### config.mk
export PLATFORM = sky130hd
export DESIGN_NAME = fp_prec_conv
export DESIGN_NICKNAME = d
export VERILOG_FILES = /design/src/rtl/fpc_pkg.sv /design/src/rtl/fpc_widen_lane.sv /design/src/rtl/fpc_narrow_lane.sv /design/src/rtl/fp_prec_conv.sv
export SDC_FILE = /design/constraint.sdc
export NUM_CORES = 1
export LEC_CHECK = 0
export CORE_ASPECT_RATIO = 1.25
export CORE_UTILIZATION = 35
export DETAILED_ROUTE_END_ITERATION = 16
export SLEW_MARGIN = 20
export SYNTH_ARGS = -nofsm -noshare
export SYNTH_HDL_FRONTEND = slang
export SYNTH_HIERARCHICAL = 1
export SYNTH_SLANG_ARGS = --single-unit
### constraint.sdc
create_clock -name clk -period 0.9 [get_ports clk]
set_input_delay 0.18 -clock clk [delete_from_list [all_inputs] [get_ports clk]]
set_output_delay 0.18 -clock clk [all_outputs]
set_load 0.1 [all_outputs]
### src/rtl/fpc_pkg.sv
package fpc_pkg;

  typedef enum logic [1:0] {
    OP_PK_WIDEN  = 2'b00,
    OP_PK_NARROW = 2'b01,
    OP_SC_WIDEN  = 2'b10,
    OP_SC_NARROW = 2'b11
  } cvt_op_e;

  localparam logic [1:0] RM_NEAR = 2'b00;
  localparam logic [1:0] RM_DOWN = 2'b01;
  localparam logic [1:0] RM_UP   = 2'b10;

  // single layout
  localparam int SP_EXP_BIAS = 127;
  localparam int DP_EXP_BIAS = 1023;
  localparam int BIAS_GAP    = DP_EXP_BIAS - SP_EXP_BIAS;   // 896

  typedef struct packed {
    logic nv;
    logic of;
    logic uf;
    logic nx;
  } fflags_t;

  typedef struct packed {
    logic [63:0] bits;
    fflags_t     fl;
  } wide_res_t;

  typedef struct packed {
    logic [31:0] bits;
    fflags_t     fl;
  } narrow_res_t;

  // single -> double, always exact
  function automatic wide_res_t fpc_widen(input logic [31:0] x);
    wide_res_t   r;
    logic [7:0]  ex;
    logic [22:0] fr;
    logic [22:0] m;
    int          p;
    ex = x[30:23];
    fr = x[22:0];
    r  = '0;
    r.bits[63] = x[31];
    p  = 0;
    m  = '0;
    if (ex == 8'hFF) begin
      r.bits[62:52] = '1;
      if (fr != '0) begin
        r.bits[51]    = 1'b1;
        r.bits[50:29] = fr[21:0];
        r.fl.nv       = !fr[22];
      end
    end else if (ex == 8'h00) begin
      if (fr != '0) begin
        for (int i = 0; i < 23; i++) if (fr[i]) p = i;
        m = fr << (23 - p);            // leading one falls off the top
        r.bits[62:52] = 11'(p + DP_EXP_BIAS - 149);
        r.bits[51:29] = m;
      end
    end else begin
      r.bits[62:52] = 11'(int'(ex) + BIAS_GAP);
      r.bits[51:29] = fr;
    end
    return r;
  endfunction

  // double -> single with directed rounding
  function automatic narrow_res_t fpc_narrow(input logic [63:0] d, input logic [1:0] rm);
    narrow_res_t r;
    logic        s;
    logic [10:0] ex;
    logic [51:0] fr;
    logic [52:0] man;
    logic [86:0] sh;
    logic [23:0] kept;
    logic [24:0] rnd;
    logic        g, st, inc, to_inf;
    int          eb, ki, eo;
    s  = d[63];
    ex = d[62:52];
    fr = d[51:0];
    r  = '0;
    r.bits[31] = s;
    to_inf = (rm == RM_NEAR) || (rm == RM_DOWN && s) || (rm == RM_UP && !s);
    inc = 1'b0;
    if (ex == 11'h7FF) begin
      r.bits[30:23] = '1;
      if (fr != '0) begin
        r.bits[22]   = 1'b1;
        r.bits[21:0] = fr[50:29];
        r.fl.nv      = !fr[51];
      end
    end else if (ex != '0 || fr != '0) begin
      man = {ex != '0, fr};
      eb  = int'(ex) - BIAS_GAP;
      if (ex == '0) eb = 1 - BIAS_GAP;
      if (eb >= 255) begin
        r.fl.of = 1'b1;
        r.fl.nx = 1'b1;
        r.bits[30:0] = to_inf ? {8'hFF, 23'h0} : {8'hFE, 23'h7FFFFF};
      end else begin
        ki = (eb < 1) ? 30 - eb : 29;
        if (ki > 60) ki = 60;
        sh   = 87'({man, 63'b0} >> ki);
        kept = sh[86:63];
        g    = sh[62];
        st   = |sh[61:0];
        r.fl.nx = g | st;
        case (rm)
          RM_NEAR: inc = g & (st | kept[0]);
          RM_DOWN: inc = s & (g | st);
          RM_UP:   inc = !s & (g | st);
          default: inc = 1'b0;
        endcase
        rnd = {1'b0, kept} + 25'(inc);
        if (eb < 1) begin
          r.bits[30:0] = {7'b0, rnd[23:0]};
          r.fl.uf      = r.fl.nx;
        end else begin
          eo = rnd[24] ? eb + 1 : eb;
          if (eo >= 255) begin
            r.fl.of = 1'b1;
            r.bits[30:0] = to_inf ? {8'hFF, 23'h0} : {8'hFE, 23'h7FFFFF};
          end else begin
            r.bits[30:0] = {8'(eo), rnd[24] ? 23'h0 : rnd[22:0]};
          end
        end
      end
    end
    return r;
  endfunction

endpackage

### src/rtl/fpc_widen_lane.sv
module fpc_widen_lane
  import fpc_pkg::*;
(
  input  logic [31:0] sp_in,
  output logic [63:0] dp_out,
  output fflags_t     fl
);
  wide_res_t w;
  assign w      = fpc_widen(sp_in);
  assign dp_out = w.bits;
  assign fl     = w.fl;
endmodule

### src/rtl/fpc_narrow_lane.sv
module fpc_narrow_lane
  import fpc_pkg::*;
(
  input  logic [63:0] dp_in,
  input  logic [1:0]  rm,
  output logic [31:0] sp_out,
  output fflags_t     fl
);
  narrow_res_t n;
  assign n      = fpc_narrow(dp_in, rm);
  assign sp_out = n.bits;
  assign fl     = n.fl;
endmodule

### src/rtl/fp_prec_conv.sv
module fp_prec_conv
  import fpc_pkg::*;
#(
  parameter int VEC_W = 128
) (
  input  logic             clk,
  input  logic             rst_n,
  input  logic             in_valid,
  input  logic [1:0]       op,
  input  logic [1:0]       rmode,
  input  logic [VEC_W-1:0] src,
  input  logic [VEC_W-1:0] old_dst,
  output logic             out_valid,
  output logic [VEC_W-1:0] result,
  output logic             flg_inexact,
  output logic             flg_overflow,
  output logic             flg_underflow,
  output logic             flg_invalid
);
  localparam int LANES = VEC_W / 64;
  localparam int HALF  = VEC_W / 2;

  cvt_op_e          op_e;
  logic [63:0]      wid_bits [LANES];
  fflags_t          wid_fl   [LANES];
  logic [31:0]      nar_bits [LANES];
  fflags_t          nar_fl   [LANES];
  logic [VEC_W-1:0] nxt_res;
  fflags_t          nxt_fl;
  fflags_t          fl_q;
  logic             is_narrow;

  assign op_e      = cvt_op_e'(op);
  assign is_narrow = (op_e == OP_PK_NARROW) || (op_e == OP_SC_NARROW);

  for (genvar i = 0; i < LANES; i++) begin : g_lane
    fpc_widen_lane u_wid (
      .sp_in (src[32*i +: 32]),
      .dp_out(wid_bits[i]),
      .fl    (wid_fl[i])
    );
    fpc_narrow_lane u_nar (
      .dp_in (src[64*i +: 64]),
      .rm    (rmode),
      .sp_out(nar_bits[i]),
      .fl    (nar_fl[i])
    );
  end

  // lane steering and merging
  always_comb begin
    nxt_res = old_dst;
    nxt_fl  = '0;
    case (op_e)
      OP_PK_WIDEN: begin
        for (int i = 0; i < LANES; i++) begin
          nxt_res[64*i +: 64] = wid_bits[i];
          nxt_fl = fflags_t'(nxt_fl | wid_fl[i]);
        end
      end
      OP_PK_NARROW: begin
        nxt_res = '0;
        for (int i = 0; i < LANES; i++) begin
          nxt_res[32*i +: 32] = nar_bits[i];
          nxt_fl = fflags_t'(nxt_fl | nar_fl[i]);
        end
      end
      OP_SC_WIDEN: begin
        nxt_res[63:0] = wid_bits[0];
        nxt_fl        = wid_fl[0];
      end
      default: begin
        nxt_res[31:0] = nar_bits[0];
        nxt_fl        = nar_fl[0];
      end
    endcase
  end

  always_ff @(posedge clk or negedge rst_n) begin
    if (!rst_n) begin
      out_valid <= 1'b0;
      result    <= '0;
      fl_q      <= '0;
    end else begin
      out_valid <= in_valid;
      if (in_valid) begin
        result <= nxt_res;
        fl_q   <= nxt_fl;
      end
    end
  end

  assign flg_inexact   = fl_q.nx;
  assign flg_overflow  = fl_q.of;
  assign flg_underflow = fl_q.uf;
  assign flg_invalid   = fl_q.nv;

  p_pk_narrow_hi_zero_r2: assert property (@(posedge clk) disable iff (!rst_n)
    in_valid && op_e == OP_PK_NARROW |=> result[VEC_W-1:HALF] == '0);

  p_sc_widen_keep_r3: assert property (@(posedge clk) disable iff (!rst_n)
    in_valid && op_e == OP_SC_WIDEN |=> result[VEC_W-1:64] == $past(old_dst[VEC_W-1:64]));

  p_sc_narrow_keep_r4: assert property (@(posedge clk) disable iff (!rst_n)
    in_valid && op_e == OP_SC_NARROW |=> result[VEC_W-1:32] == $past(old_dst[VEC_W-1:32]));

  p_widen_exact_r6: assert property (@(posedge clk) disable iff (!rst_n)
    in_valid && !is_narrow |=> !flg_inexact && !flg_overflow && !flg_underflow);

  p_ovf_inexact_r8: assert property (@(posedge clk) disable iff (!rst_n)
    flg_overflow |-> flg_inexact);

  p_uf_inexact_r9: assert property (@(posedge clk) disable iff (!rst_n)
    flg_underflow |-> flg_inexact);

  p_valid_up_r11: assert property (@(posedge clk) disable iff (!rst_n)
    in_valid |=> out_valid);

  p_valid_low_r11: assert property (@(posedge clk) disable iff (!rst_n)
    !in_valid |=> !out_valid && $stable(result) && $stable(fl_q));

endmodule

* After elaboration in Yosys (flattened, before gate mapping) *
Index checks and enable logic that the tools add are counted.

storage, ports and cells
  logic and storage cells = 211
  output and inout port bits = 133
  register bits after elaboration = 133
  input port bits = 263

operators by class
  shift operators = 4
  order comparisons = 8
  bitwise logic cells = 12
  add/subtract/negate cells = 16
  muxes and demuxes = 126
  reductions and logical operators = 31
  eq/ne operators = 8

operators by type and width
  kind                      count
  $mux W32                  25
  $mux W31                  10
  $shr A116 B32 Y87         2
  $mux W34                  6
  $ge A32 B9 Y1 const B     4
  $pmux W64 S2              1
  $sub A6 B32 Y32 const A   4
  $reduce_or A62 Y1         2
  $reduce_bool A52 Y1       2
  $mux W24                  4
  $mux W23                  4
  $mux W5                   14
  $add A32 B2 Y32 const B   2
  $gt A32 B7 Y1 const B     2
  $lt A32 B2 Y1 const B     2
  $mux W4                   16
  $pmux W32 S2              1
  $shl A23 B32 Y23          2
  $add A24 B1 Y25           2
  $reduce_bool A23 Y1       2
  $mux W3                   12
  $mux W1                   26
  $sub A11 B10 Y12 const B  2
  $add A11 B11 Y11 const B  2
  20 further kinds          56

* Depth between registers and ports, before layout *
Gate-level depths: netlist (run 1).

  depth in word-level cells = 31
  mapped depth = 39

* Cells and area by module *
Netlist (run 1), hierarchy kept.

by module, submodules not included
  module                              instances  area an instance (um^2)  cells an instance  sequential area each (um^2)
  fpc_narrow_lane at g_lane[1].u_nar  1          7189.4                   1124               0.0
  fpc_narrow_lane at g_lane[0].u_nar  1          6521.3                   961                0.0
  fp_prec_conv                        1          6386.1                   621                3328.2
  fpc_widen_lane                      2          2392.3                   354                0.0

* Least setup slack after synthesis (run 1) *
No wires, ideal clock.

  kind = input-to-reg
  start point = in src[55]
  end point = reg result[5]
  setup time = 0.137 ns
  stages = 37
  arrival = 7.519 ns
  setup slack = -6.756 ns
  path through = buf_2 nor4_2 a32o_2 nand3b_1 ha_1 or4bb_1 or4_4 nand3b_1 a2111o_1 buf_4 buf_6 buf_2 buf_1 nand3_1 a31oi_1 mux2_2 o21bai_1 a211o_1 o41ai_1 o221ai_1 a2111o_1 a21oi_1 a2111oi_0 ha_1 ha_1 inv_1 a211oi_2 nand3_1 buf_2 o311ai_0 a32oi_1 nor3_1 o21a_1 buf_4 a221o_1 mux2i_1 a21oi_1

RTL lines
  what                  line                text
  from (decl)           fp_prec_conv.sv:11  input logic [VEC_W-1:0] src,
  to (signal assigned)  fp_prec_conv.sv:87  result <= nxt_res;
  to (decl)             fp_prec_conv.sv:14  output logic [VEC_W-1:0] result,

==> results of run 1 <==
[power groups by stage]
stage                     clock network, mW  logic [mW]  registers (mW)
after floorplan                           0        11.0            12.8
final                                  7.99        35.1            7.91
after global placement                    0        31.2            7.98
after CTS                              8.06        32.6            7.89
after global routing                   8.26        36.4            7.97
after detailed placement                  0        31.2            8.01
[layout make-up]
cell class / instances / area [um^2]
diodes: 4 / 10.0
clock buffers: 18 / 429
clock inverters: 14 / 189
fillers: 6011 / 24000
inverters: 56 / 236
multi-input cells: 2939 / 23000
flip-flops and latches: 133 / 3560
well taps: 935 / 1170
repair buffers: 1788 / 17200
[layout by cell type (no fill, tap or decap), drive strengths merged, types with 30 or more instances in the layout]
master | netlist | layout
buf | 248 | 1581
nor2 | 382 | 382
a21oi | 298 | 298
nand2 | 287 | 287
mux2i | 272 | 272
o21ai | 204 | 204
clkdlybuf4s50 | 0 | 155
dfrtp | 133 | 133
nand3 | 130 | 130
nor3 | 126 | 127
o22ai | 112 | 112
a22oi | 95 | 95
nor4 | 73 | 73
conb | 2 | 64
inv | 56 | 63
o211ai | 55 | 55
xnor2 | 54 | 54
nand4 | 49 | 49
a221o | 43 | 43
mux2 | 43 | 43
a211oi | 42 | 42
ha | 40 | 40
clkbuf | 103 | 35
nor2b | 32 | 32
o221ai | 32 | 32
and3 | 30 | 30
a31oi | 30 | 30
[routing by layer]
layer	GRT usage [%]	part of all wire (%)
met1	46.5	38
met3	6.01	6.7
met5	0	0.030
met2	67.1	47
met4	26.8	8.2
[what timing repair did]
action | in CTS | in global routing
hold endpoints to repair | 133 | 0
hold buffers | 1 | 0
setup endpoints to repair | 233 | 238
gates cloned | 11 | 2
buffers inserted | 44 | 105
gates resized for setup | 402 | 471
pin swaps | 113 | 184
[logic make-up after synthesis]
| logic type | after synthesis | synth area share [%] |
|---|---|---|
| buf+inv | 409 | 9.34 |
| fa+ha+maj | 40 | 2.01 |
| xor+xnor | 77 | 2.77 |
| mux | 315 | 13.1 |
| compound gates | 1183 | 33.6 |
| other cells | 2 | 0.0302 |
| flops | 133 | 13.4 |
| simple gates | 1255 | 25.7 |
[worst max-delay path, delay by kind of cell]
family          cells  cell delay (ps)
compound gates     14             2920
buf+inv             5              560
fa+ha+maj           3              670
mux                 2              260
simple gates       12             3390
[state kept, by name, indices dropped and copies added (netlist names)]
name	cells
flg_underflow	1
flg_inexact	1
out_valid	1
result	128
flg_overflow	1
flg_invalid	1
[through the flow]
step,TNS (ps),std cells
floorplan,-446800,3476
global placement,-590850,5697
detailed placement,-594560,5697
CTS,-517450,5785
global route,-539230,5886
finish,-516650,5887
[worst max path at each step]
stage          depth (start not counted)  slack, ps          to  startpoint
2_1_floorplan                         36      -6390   result[5]     src[56]
3_3_place_gp                          34      -7950  result[41]    src[120]
3_5_place_dp                          34      -8010  result[52]    src[120]
4_1_cts                               36      -6480  result[47]    src[125]
5_1_grt                               39      -6900  result[39]    src[118]
6_report                              36      -6680  result[52]    src[118]
==> impl_metrics.py, run 1 <==
metrics = {
    "sta": {
        "hold_viol_final": 0,
        "whs_ps": 116,
        "fin_crit_sh_pct": 843,
        "period_minus_slack_ps": 7580,
        "worst_slack_ps": -6680,
        "fmax_ghz": 0.132,
        "slew_headroom_pct": 37.0,
        "finalSetupViolations": 234,
        "slew_viol_final": 0,
        "final.setup_skew_ps": 0,
        "rsz0062_at_grt": "true",
        "worstMarginPinSlew_ps": 941,
    },
    "critical_path": {
        "reg2reg_to": "result[53]",
        "cp_max_fo": 6,
        "max_stage_delay_ps": 560,
        "reg2reg_setup_slack_ps": 10,
        "worstSetupStartpointType": "input port",
        "critical_path_arrival_ps": 8010,
        "worstSetupPathType": "in -> reg",
        "cp.required_ps": 1330,
        "cpMaxStageDelayCell": "or4_4",
        "ff2ff_path_depth": 1,
        "crit_path_end_kind": "flop",
        "r2r_start": "result[53]",
    },
    "placement": {
        "place_congestion": 1.05,
        "port_buffers": 363,
        "post_dp_cell_area_mm2": 0.0407,
        "pre_cts_ws_ps": -8010,
        "hpwl_mm": 119,
    },
    "power_and_ir_drop": {
        "leakagePower_nw": 19.9,
        "p_sw_share_pct": 47.8,
        "power_density_mw_per_mm2": 1110,
        "power.switching_mw": 24.4,
        "pwr-share-clk_pct": 15.7,
        "p_int_mw": 26.6,
        "p_seq_share_pct": 15.5,
        "ir_drop_mv": 1.66,
        "finalPower_mw": 51.0,
        "power_frac_comb_pct": 68.8,
    },
    "route": {
        "via_per_inst": 6.05,
        "first_pass_iters": 7,
        "drc_errors": 0,
        "vias": 35600,
        "wl_mm": 150,
        "drtIter0Drc": 3270,
        "wl_per_cell_um": 25.6,
        "detail-route-antenna-nets": 0,
    },
    "global_routing": {
        "antenna_found_initial": 7,
        "grt_max_degree": 45,
        "overflow": 0,
        "grt_pass1_wl_mm": 217,
        "grtUsageTotal_pct": 39.9,
        "grt_pass1_vias": 34600,
    },
    "yosys": {
        "async_flop_share_pct": 100,
        "syn_avg_cell_area_um2": 7.29,
        "synth_area_mm2": 0.0249,
        "synth_edf_count": 0,
        "synth_top_area_cell": "dfrtp_1",
        "yosysMostFrequentCell": "nor2_1",
        "synth_seq_cells": 133,
        "synth_cell_types": 136,
        "ys_warn_count": 6,
        "syn_inst": 3414,
        "yosysTopAreaCellShare_pct": 13.4,
        "synth_common_cells": "nor2_1 (366), nand2_1 (284), a21oi_1 (277), mux2i_1 (262), o21ai_0 (146)",
        "synth_flop_cell": "dfrtp_1",
        "ys_seq_area_share_pct": 13.4,
        "synth_area_leaders": "dfrtp_1 (13%), mux2i_1 (11%), a21oi_1 (5.6%), nor2_1 (5.5%), nand2_1 (4.3%)",
    },
    "floorplanning": {
        "rows": 108,
        "die-width_um": 240,
        "io_pins": 396,
        "coreArea_mm2": 0.0699,
        "dieArea_mm2": 0.0722,
        "die_y_um": 300,
        "start_util_pct": 35.6,
    },
    "final_layout": {
        "layout.nets": 5238,
        "stdcell_area_mm2": 0.0459,
        "layout-drive-gt1-share_pct": 49.8,
        "final_util_pct": 65.6,
        "area_growth_pct": 84.3,
    },
    "clocking": {
        "clk_pin_slew_ps": 80,
        "clock_latency_ps": 510,
        "cts_root_buf": "clkbuf_16",
        "numCtsBuffers": 17,
        "cts_tree": "built",
        "htree_levels": 4,
        "cts.sinks": 133,
        "clock_path_buffers": 2,
    },
    "run": {
        "max-cap-violations": 0,
    },
    "outcome": {
        "status": "finished with violations",
        "violations": "setup timing",
    },
    "worst_hold_path": {
        "min_path_type": "in -> async",
    },
}
Note: power is estimated with default switching activity, not from simulation.
==> run 2: changes to the inputs <==
--- a/config.mk
+++ b/config.mk
@@ -6,6 +6,7 @@
 export NUM_CORES = 1
 export LEC_CHECK = 0
 export CORE_ASPECT_RATIO = 1.25
+export CORE_MARGIN = 8
 export CORE_UTILIZATION = 35
 export DETAILED_ROUTE_END_ITERATION = 16
 export SLEW_MARGIN = 20
==> constraint.sdc (replaced) <==
create_clock -name clk -period 7.7 [get_ports clk]
set_input_delay 1.54 -clock clk [delete_from_list [all_inputs] [get_ports clk]]
set_output_delay 1.54 -clock clk [all_outputs]
set_load 0.1 [all_outputs]
==> run 2 against run 1 <==
  * The flow still finishes with violations (setup timing)
  * Register-to-register slack improved by 6800 ps
  * Largest power group unchanged
  * Design area fell by 17%
  * Clock skew did not move
  * Die area rose by 11%
==> impl_metrics.py, run 2 (synthesis gave the netlist of run 1 again) <==
metrics = {
    "route": {
        "via_per_inst": 6.12,
        "vias": 33400,
        "wl_per_cell_um": 27.1,
        "first_pass_iters": 6,
        "wl_mm": 148,
        "detail-route-antenna-nets": 0,
        "drc_errors": 0,
        "drtIter0Drc": 2916,
    },
    "sta": {
        "worstMarginPinSlew_ps": 1170,
        "worst_slack_ps": -1200,
        "setup_tns_ps": -65960,
        "fin_crit_sh_pct": 116,
        "hold_viol_final": 0,
        "rsz0062_at_grt": "true",
        "finalSetupViolations": 63,
        "period_minus_slack_ps": 8900,
        "slew_viol_final": 0,
        "slew_headroom_pct": 21.8,
        "final.setup_skew_ps": 0,
        "fmax_ghz": 0.112,
    },
    "critical_path": {
        "reg2reg_setup_slack_ps": 6800,
        "ff2ff_path_depth": 1,
        "cpMaxStageDelayCell": "a2111o_2",
        "crit_path_end": "result[20]",
        "worstSetupPathType": "in -> reg",
        "critical_path_arrival_ps": 9200,
        "startpoint": "src[59]",
        "reg2reg_to": "result[36]",
        "crit_buf_inv": 10,
        "worstSetupStartpointType": "input port",
        "crit_path_end_kind": "flop",
        "cp_max_fo": 13,
        "crit_family": "compound AO/OA/AOI/OAI gates",
        "max_stage_delay_ps": 500,
        "critical_path_cell_count": 40,
        "cp.required_ps": 8000,
        "crit_top_cell": "buf_4",
        "r2r_start": "result[36]",
    },
    "placement": {
        "hpwl_mm": 119,
        "place_congestion": 1.04,
        "placedCellCount": 5348,
        "port_buffers": 363,
    },
    "clocking": {
        "cts_root_buf": "clkbuf_16",
        "htree_levels": 4,
        "clock_latency_ps": 450,
        "clk_pin_slew_ps": 70,
        "cts.sinks": 133,
        "clock_path_buffers": 2,
        "cts_tree": "built",
        "numCtsBuffers": 17,
    },
    "floorplanning": {
        "dieArea_mm2": 0.0799,
        "die-width_um": 254,
        "start_util_pct": 35.3,
        "coreArea_mm2": 0.0705,
        "die_y_um": 314,
        "rows": 109,
        "io_pins": 396,
    },
    "outcome": {
        "violations": "setup timing",
        "status": "finished with violations",
    },
    "global_routing": {
        "grt.met1_usage_pct": 40.1,
        "grt_max_degree": 110,
        "overflow": 0,
        "grt_busiest_layer": "met2",
        "grt_use_met2_pct": 60.5,
        "antenna_found_initial": 3,
        "grtUsageTotal_pct": 35.4,
        "grt_pass1_wl_mm": 216,
        "grt_pass1_vias": 32900,
        "use_met3_pct": 5.05,
    },
    "worst_hold_path": {
        "min_path_type": "reg -> reg",
        "holdPathStages": 1,
    },
    "power_and_ir_drop": {
        "power_density_mw_per_mm2": 138,
        "leakagePower_nw": 16.3,
        "ir_drop_mv": 0.150,
        "finalPower_mw": 5.27,
    },
    "final_layout": {
        "layout-drive-gt1-share_pct": 33.3,
        "antenna_cells": 0,
        "largest_reg_flops": 128,
        "layout.nets": 4800,
        "final_cell_mix": "buf_4 (917), nor2_1 (345), clkdlybuf4s50_1 (337)",
        "fillers": 6882,
        "top_register": "result",
        "fin_cells": 5452,
        "area_growth_pct": 53.4,
        "final_common_cell": "buf_4",
    },
    "run": {
        "max-cap-violations": 0,
    },
}
[run 2: what timing repair did]
item	CTS	global route
hold buffers	0	0
buffers inserted	60	20
gates resized for setup	300	81
setup endpoints to repair	65	63
pin swaps	78	47
gates cloned	8	0
[run 2: cell type report]
cell class,instances,area [um^2],area share [%]
multi-input cells,2934,21100,55.3
repair buffers,1355,11700,30.8
flip-flops and latches,133,3330,8.72
well taps,943,1180,3.09
clock buffers,18,429,1.12
inverters,56,215,0.564
clock inverters,13,173,0.452
[run 2: worst min path at each step]
stage	start	endpoint
after detailed placement	flg_underflow	flg_underflow
after floorplan	result[107]	result[107]
final	flg_inexact	flg_inexact
after global routing	flg_inexact	flg_inexact
after global placement	flg_invalid	flg_invalid
after CTS	flg_invalid	flg_invalid
[run 2: per-stage QoR]
stage	worst slack, ps	hold WS (ps)	area (um^2)	util [%]
floorplan	-950	999	25700	-
global placement	-2580	465	35600	50.4
detailed placement	-2560	470	35600	50.4
CTS	-1140	491	37800	53.5
global route	-1450	497	38200	54.1
finish	-1200	481	38200	54.1
[run 2: layer usage]
| metal | part of all wire (%) | routed length [um] | up-vias |
|---|---|---|---|
| li1 | - | - | 15100 |
| met4 | 8.5 | 12600 | 6 |
| met3 | 6.8 | 10100 | 511 |
| met1 | 37 | 54700 | 16000 |
| met2 | 48 | 70600 | 1795 |
| met5 | 0.026 | 39 | - |
[run 2: where the power goes]
group          switching [mW]  internal, mW  leakage, nW
Combinational            2.18          1.35         14.4
Clock                   0.383         0.514        0.297
Sequential             0.0640         0.784         1.52
